$ cat src/rtl/htvl_pkg.sv
package htvl_pkg;
  // Region selected by a register byte offset
  typedef enum logic [1:0] {
    REG_NONE = 2'd0,
    REG_PEND = 2'd1,
    REG_EN   = 2'd2
  } reg_region_e;
endpackage

$ cat src/rtl/htvl_group.sv
// One 32-vector group: pending and enable storage with set/clear merge.
module htvl_group #(
  parameter int W = 32,
  localparam int BW = $clog2(W)
) (
  input  logic          clk,
  input  logic          rst,
  input  logic          set_vld,
  input  logic [BW-1:0] set_bit,
  input  logic          clr_we,
  input  logic          en_we,
  input  logic [W-1:0]  wdata,
  output logic [W-1:0]  pend_q,
  output logic [W-1:0]  en_q
);
  logic [W-1:0] set_mask;
  logic [W-1:0] clr_mask;

  always_comb begin
    set_mask = set_vld ? ((W'(1) << set_bit) & en_q) : '0;
    clr_mask = clr_we ? wdata : '0;
  end

  always_ff @(posedge clk) begin
    if (rst) begin
      pend_q <= '0;
      en_q   <= '0;
    end else begin
      if (en_we) en_q <= wdata;
      // arrival is merged after the clear so it wins on a collision
      pend_q <= (pend_q & ~clr_mask) | set_mask;
    end
  end

  assert_drop_disabled_R4: assert property (@(posedge clk) disable iff (rst)
    (set_vld && !en_q[set_bit] && !pend_q[set_bit]) |=> !pend_q[$past(set_bit)]);

  assert_arrival_wins_R6: assert property (@(posedge clk) disable iff (rst)
    (set_vld && en_q[set_bit] && clr_we) |=> pend_q[$past(set_bit)]);

  assert_clear_ones_R5: assert property (@(posedge clk) disable iff (rst)
    (clr_we && !set_vld) |=> ((pend_q & $past(wdata)) == '0));
endmodule

$ cat src/rtl/htvl_regbus.sv
// Register decode and registered read mux.
module htvl_regbus
  import htvl_pkg::*;
#(
  parameter int NG      = 8,
  parameter int W       = 32,
  parameter int AW      = 8,
  parameter int EN_BASE = 32,
  localparam int GI_W   = $clog2(NG),
  localparam int SPAN   = NG * 4
) (
  input  logic           clk,
  input  logic           rst,
  input  logic [AW-1:0]  addr,
  input  logic           we,
  input  logic           re,
  input  logic [NG*W-1:0] pend_flat,
  input  logic [NG*W-1:0] en_flat,
  output logic [NG-1:0]  clr_we,
  output logic [NG-1:0]  en_we,
  output logic [W-1:0]   rdata_q
);
  localparam logic [AW-1:0] PEND_LIM = AW'(SPAN);
  localparam logic [AW-1:0] EN_LO    = AW'(EN_BASE);

  reg_region_e      region;
  logic [AW-1:0]    en_off;
  logic [GI_W-1:0]  widx;
  logic [W-1:0]     rd_next;

  always_comb begin
    en_off = addr - EN_LO;
    region = REG_NONE;
    widx   = '0;
    if (addr[1:0] == 2'b00) begin
      if (addr < PEND_LIM) begin
        region = REG_PEND;
        widx   = addr[GI_W+1:2];
      end else if (addr >= EN_LO && en_off < PEND_LIM) begin
        region = REG_EN;
        widx   = en_off[GI_W+1:2];
      end
    end
  end

  always_comb begin
    for (int g = 0; g < NG; g++) begin
      clr_we[g] = we && (region == REG_PEND) && (widx == GI_W'(g));
      en_we[g]  = we && (region == REG_EN)   && (widx == GI_W'(g));
    end
    case (region)
      REG_PEND: rd_next = pend_flat[widx*W +: W];
      REG_EN:   rd_next = en_flat[widx*W +: W];
      default:  rd_next = '0;
    endcase
  end

  always_ff @(posedge clk) begin
    if (rst)     rdata_q <= '0;
    else if (re) rdata_q <= rd_next;
    else         rdata_q <= '0;
  end

  assert_idle_read_zero_R10: assert property (@(posedge clk) disable iff (rst)
    !re |=> (rdata_q == '0));

  assert_one_strobe_R8: assert property (@(posedge clk) disable iff (rst)
    $countones({clr_we, en_we}) <= 1);
endmodule

$ cat src/rtl/htvl_combine.sv
// Reduces all pending bits to the parent lines and the spurious flag.
module htvl_combine #(
  parameter int NG  = 8,
  parameter int W   = 32,
  parameter int NP  = 4,
  parameter int LEG = 16
) (
  input  logic            clk,
  input  logic            rst,
  input  logic [NG*W-1:0] pend_flat,
  output logic [NP-1:0]   irq_q,
  output logic            spur_q
);
  logic any_pend;
  logic high_pend;

  always_comb begin
    any_pend  = |pend_flat;
    high_pend = |pend_flat[W-1:LEG];
  end

  always_ff @(posedge clk) begin
    if (rst) begin
      irq_q  <= '0;
      spur_q <= 1'b0;
    end else begin
      irq_q  <= {NP{any_pend}};
      spur_q <= high_pend;
    end
  end

  assert_irq_raise_R7: assert property (@(posedge clk) disable iff (rst)
    (pend_flat != '0) |=> (irq_q == {NP{1'b1}}));

  assert_irq_drop_R7: assert property (@(posedge clk) disable iff (rst)
    (pend_flat == '0) |=> (irq_q == '0));

  assert_spur_R9: assert property (@(posedge clk) disable iff (rst)
    (pend_flat[W-1:LEG] != '0) |=> spur_q);
endmodule

$ cat src/rtl/htvec_latch.sv
module htvec_latch #(
  parameter int NUM_GROUPS  = 8,
  parameter int GROUP_W     = 32,
  parameter int NUM_PARENTS = 4,
  parameter int LEGACY_VECS = 16,
  parameter int ADDR_W      = 8,
  parameter int EN_BASE     = 32,
  localparam int BIT_W      = $clog2(GROUP_W),
  localparam int GSEL_W     = $clog2(NUM_GROUPS),
  localparam int IDX_W      = BIT_W + GSEL_W
) (
  input  logic                   clk,
  input  logic                   rst,
  input  logic                   vec_valid,
  input  logic [IDX_W-1:0]       vec_index,
  input  logic [ADDR_W-1:0]      reg_addr,
  input  logic                   reg_we,
  input  logic                   reg_re,
  input  logic [GROUP_W-1:0]     reg_wdata,
  output logic [GROUP_W-1:0]     reg_rdata,
  output logic [NUM_PARENTS-1:0] irq_out,
  output logic                   spurious
);
  logic [NUM_GROUPS*GROUP_W-1:0] pend_flat;
  logic [NUM_GROUPS*GROUP_W-1:0] en_flat;
  logic [NUM_GROUPS-1:0]         clr_we;
  logic [NUM_GROUPS-1:0]         en_we;

  htvl_regbus #(
    .NG(NUM_GROUPS), .W(GROUP_W), .AW(ADDR_W), .EN_BASE(EN_BASE)
  ) u_regbus (
    .clk(clk), .rst(rst), .addr(reg_addr), .we(reg_we), .re(reg_re),
    .pend_flat(pend_flat), .en_flat(en_flat),
    .clr_we(clr_we), .en_we(en_we), .rdata_q(reg_rdata)
  );

  for (genvar g = 0; g < NUM_GROUPS; g++) begin : g_grp
    logic hit;
    assign hit = vec_valid && (vec_index[IDX_W-1:BIT_W] == GSEL_W'(g));
    htvl_group #(.W(GROUP_W)) u_group (
      .clk(clk), .rst(rst),
      .set_vld(hit), .set_bit(vec_index[BIT_W-1:0]),
      .clr_we(clr_we[g]), .en_we(en_we[g]), .wdata(reg_wdata),
      .pend_q(pend_flat[g*GROUP_W +: GROUP_W]),
      .en_q(en_flat[g*GROUP_W +: GROUP_W])
    );
  end

  htvl_combine #(
    .NG(NUM_GROUPS), .W(GROUP_W), .NP(NUM_PARENTS), .LEG(LEGACY_VECS)
  ) u_combine (
    .clk(clk), .rst(rst), .pend_flat(pend_flat),
    .irq_q(irq_out), .spur_q(spurious)
  );

  // byte offsets that map to no register
  logic unmapped;
  always_comb begin
    unmapped = (reg_addr[1:0] != 2'b00) ||
               ((int'(reg_addr) >= NUM_GROUPS*4) && (int'(reg_addr) < EN_BASE)) ||
               (int'(reg_addr) >= EN_BASE + NUM_GROUPS*4);
  end

  assert_reset_clears_R1: assert property (@(posedge clk)
    rst |=> (pend_flat == '0 && en_flat == '0));

  assert_unmapped_write_R8: assert property (@(posedge clk) disable iff (rst)
    (reg_we && unmapped) |=> ($stable(en_flat) && (($past(pend_flat) & ~pend_flat) == '0)));
endmodule

$ cat config.mk
export PLATFORM = sky130hd
export DESIGN_NAME = htvec_latch
export DESIGN_NICKNAME = d
export VERILOG_FILES = /design/src/rtl/htvl_pkg.sv /design/src/rtl/htvl_group.sv /design/src/rtl/htvl_regbus.sv /design/src/rtl/htvl_combine.sv /design/src/rtl/htvec_latch.sv
export SDC_FILE = /design/constraint.sdc
export NUM_CORES = 1
export LEC_CHECK = 0
export ABC_AREA = 1
export BUFFER_PORTS_ARGS = -buffer_cell sky130_fd_sc_hd__buf_2
export CORE_ASPECT_RATIO = 0.8
export CORE_UTILIZATION = 45
export DETAILED_ROUTE_END_ITERATION = 8
export PLACE_DENSITY = 0.58
export SYNTH_ARGS = -nofsm -noshare
export SYNTH_HDL_FRONTEND = slang
export SYNTH_SLANG_ARGS = --single-unit
$ cat constraint.sdc
create_clock -name clk -period 6.1 [get_ports clk]
set_clock_uncertainty 0.15 [all_clocks]
set_input_delay 0.305 -clock clk [delete_from_list [all_inputs] [get_ports clk]]
set_output_delay 0.305 -clock clk [all_outputs]
set_load 0.01 [all_outputs]
==> flow_summary.yaml <==
logic_synthesis:
  synth_top_area_share: 0.398
  syn_nets: 4226
  yosys_register_bits: 546
  synth_ff_type: "dfxtp_1"
  synth.distinct_cells: 29
  syn_area_per_cell_um2: 6.59
  synth_edf_count: 0
  synthTopCellsByCount: "nand2_1 (746), nor2_1 (553), dfxtp_1 (546), nand3_1 (540), o21ai_0 (406)"
  async_flop_share: 0
  synth_cells: 4170
  yosys.area.top_type: "dfxtp_1"
  synth.most_common_cell: "nand2_1"
  yosysSeqAreaShare: 0.398
  synthTopCellsByArea: "dfxtp_1 (40%), nand2_1 (10%), nand3_1 (9.8%)"
  yosys_warnings: 0
  syn-cell-area_mm2: 0.0275
status:
  outcome: "finished clean"
worst_setup_path:
  cp.depth: 14
  cp.required_ns: 6.52
  timing.rr.start: "g_grp[0].u_group.pend_q[29]$_SDFF_PP0_"
  r2r_end: "u_combine.irq_q[0]$_SDFF_PP0_"
  cp_num_buf_inv: 5
  cp_cell_sequence: "buf_2 > inv_2 > ha_1 > nand2_1 > inv_1 > nand3_2 > nand2_4 > buf_4 > nand3_4 > nor2_4 > nand2_2 > inv_2 > nor2_1 > nor2_1"
  cp_slowest_stage_delay_ns: 1.01
  crit_slowest_cell: "inv_2"
  cp_max_fo: 40
  worstPathArrival_ns: 4.14
  r2r_cells: 8
  r2r_slack_ns: 3.87
  critPathKind: "in2reg"
  crit_family: "simple AND/OR/NAND/NOR gates"
  endpoint_kind: "flip-flop"
  startpoint_type: "primary input"
sta:
  hold_viol_final: 0
  rsz0062_at_grt: "false"
  timing.final.ws_setup_ns: 2.38
  max_clock_freq_mhz: 269
  post-route-min-period_ns: 3.72
  fin_setup_tns_ns: 0
  finalSetupViolCount: 0
  finalMaxSlewViolations: 0
  slew_headroom: 0.179
  worst_pin_slew_ns: 1.23
  finalCritPeriodShare: 0.609
routing:
  antenna_left: 0
  drtPass1Iterations: 8
  drc_errors: 0
  drt_iter0_markers: 3918
  via_per_inst: 5.91
  routed_wl_um: 114000
  avgRoutedWirePerCell_um: 23.3
  num_vias: 28900
run:
  cap_violations: 0
placed_design:
  place_ws_ns: 1.85
  dp_hpwl_um: 62900
  placed_cells: 4750
  dpl_cell_area_mm2: 0.0279
  io_buffers: 89
  place.gp.congestion: 0.895
clock_network:
  h-tree-depth: 2
  cts_tree: "yes"
  ctsResizeCount: 0
  cts.sinks: 546
  root_buffer: "clkbuf_16"
  clkSlewWorstSetupHoldPaths_ns: 0.06
  insertion_delay_ns: 0.64
  numCtsBuffers: 58
  cts_buffer_depth: 3
power_and_ir_drop:
  power_density_mw_per_mm2: 254
  pwr-share-clk: 0.479
  peakVddDrop_mv: 0.214
  p_sw_uw: 1900
  switching_share: 0.247
  intPower_uw: 5780
  comb_power_share: 0.055
  p_leak_uw: 0.0103
  seqPwrFrac: 0.465
global_routing:
  grt-ovfl-total: 0
  antenna_found_initial: 5
  grt_max_degree: 169
  grt_pass1_wl_um: 170000
  grt_pass1_vias: 25800
  grt_usage: 0.360
worst_hold_path:
  min_to: "g_grp[1].u_group.en_q[8]$_SDFFE_PP0P_"
  hp-class: "in2reg"
  min_path_cells: 3
  hp-start: "reg_wdata[8]"
die:
  io_pins: 90
  dieArea_mm2: 0.0620
  fp.dieW_um: 278
  die_y_um: 223
  core-area_mm2: 0.0600
  start_util: 0.458
  rows: 80
finish:
  fill_cells: 6129
  fin_area_mm2: 0.0302
  final_cells: 4886
  multi_input_area_mm2: 0.0139
  drive_above_1_share: 0.0721
  seqCellArea_mm2: 0.0109
  area_growth_pct: 9.85
  nNetsFinal: 4119
[worst max-delay path by stage]
stage,slack [ns],endpoint,startpoint
after floorplan,3.62,u_regbus.rdata_q[13]$_SDFF_PP0_,reg_addr[5]
after global placement,1.89,g_grp[5].u_group.en_q[26]$_SDFFE_PP0P_,reg_addr[5]
after detailed placement,1.85,g_grp[5].u_group.en_q[16]$_SDFFE_PP0P_,reg_addr[5]
after CTS,2.49,g_grp[5].u_group.en_q[16]$_SDFFE_PP0P_,reg_addr[5]
after global routing,2.20,g_grp[5].u_group.en_q[27]$_SDFFE_PP0P_,reg_addr[5]
final,2.38,g_grp[5].u_group.en_q[16]$_SDFFE_PP0P_,reg_addr[5]
[worst register-to-register path, cell delays in order, from the launching register on]
cell and delay, ns:
dfxtp_1 0.35, nor2_1 0.12, nand3_1 0.12, nor2_1 0.46
nand2_1 0.20, nor2_1 0.14, nand2_1 0.06, nor2_1 0.17
a21oi_1 0.22
[metrics by stage]
step / hold slack (ns) / power [uW] / utilization
2_1_floorplan: 0.284 / 3880 / -
3_3_place_gp: 0.300 / 4040 / 0.465
3_5_place_dp: 0.302 / 4040 / 0.465
4_1_cts: 0.00660 / 7670 / 0.503
5_1_grt: 0.0465 / 7860 / 0.503
6_report: 0.0480 / 7670 / 0.503
[area by class of cell]
cell class                 instances  area share
timing repair buffer             176      0.0398
multi-input combinational       2951       0.460
antenna                            3    0.000249
clock inverter                     7     0.00282
clock buffer                      94      0.0613
tap                              779      0.0323
sequential                       546       0.362
inverter                         330      0.0415
[registers in the layout, indices dropped and copies added (netlist names)]
register and flops:
g_grp.u_group.en_q 256, g_grp.u_group.pend_q 256, u_regbus.rdata_q 32, u_combine.irq_q 1
u_combine.spur_q 1
[power by group through the flow]
stage          registers, uW  logic (uW)  clock network (uW)
2_1_floorplan           3650         227                   0
3_3_place_gp            3650         389                   0
3_5_place_dp            3650         391                   0
4_1_cts                 3570         408                3690
5_1_grt                 3570         443                3850
6_report                3570         426                3680
[timing repair]
item                      CTS  global route
setup buffers               0             0
hold buffers               32             0
hold endpoints to repair  221             0
[logic make-up after synthesis]
family | synth area share
compound gates | 0.159
fa+ha+maj | 0.00137
buf+inv | 0.101
flops | 0.398
mux | 0.00656
simple gates | 0.333
[layout by cell type, fill, tap and decap left out, types with 3 or more instances in the layout]
cell type	netlist	routed
dlygate4sd3_1	0	32
buf_4	18	54
clkinv_2	0	5
nand2_2	8	6
inv_2	11	12
clkbuf_8	0	20
clkbuf_1	181	13
inv_1	319	314
nand4_1	214	214
nand2_1	746	746
o21ai_1	84	84
buf_2	111	88
nor2_4	6	16
dfxtp_1	546	546
nand3_4	3	5
mux2_2	16	16
o21ai_0	406	406
a21oi_1	323	323
clkbuf_16	0	61
nand3_1	540	540
o21bai_1	32	32
diode_2	0	3
o211ai_1	5	5
nor3_1	4	3
nor2_1	553	545
[routing by layer]
metal	GRT usage	vias to the layer above	routed length, um
li1	-	13600	-
met1	0.530	13500	50700
met2	0.527	1576	47100
met3	0.0649	235	12500
met4	0.118	6	3600
met5	0	-	38
(Power assumes the default switching activity.)
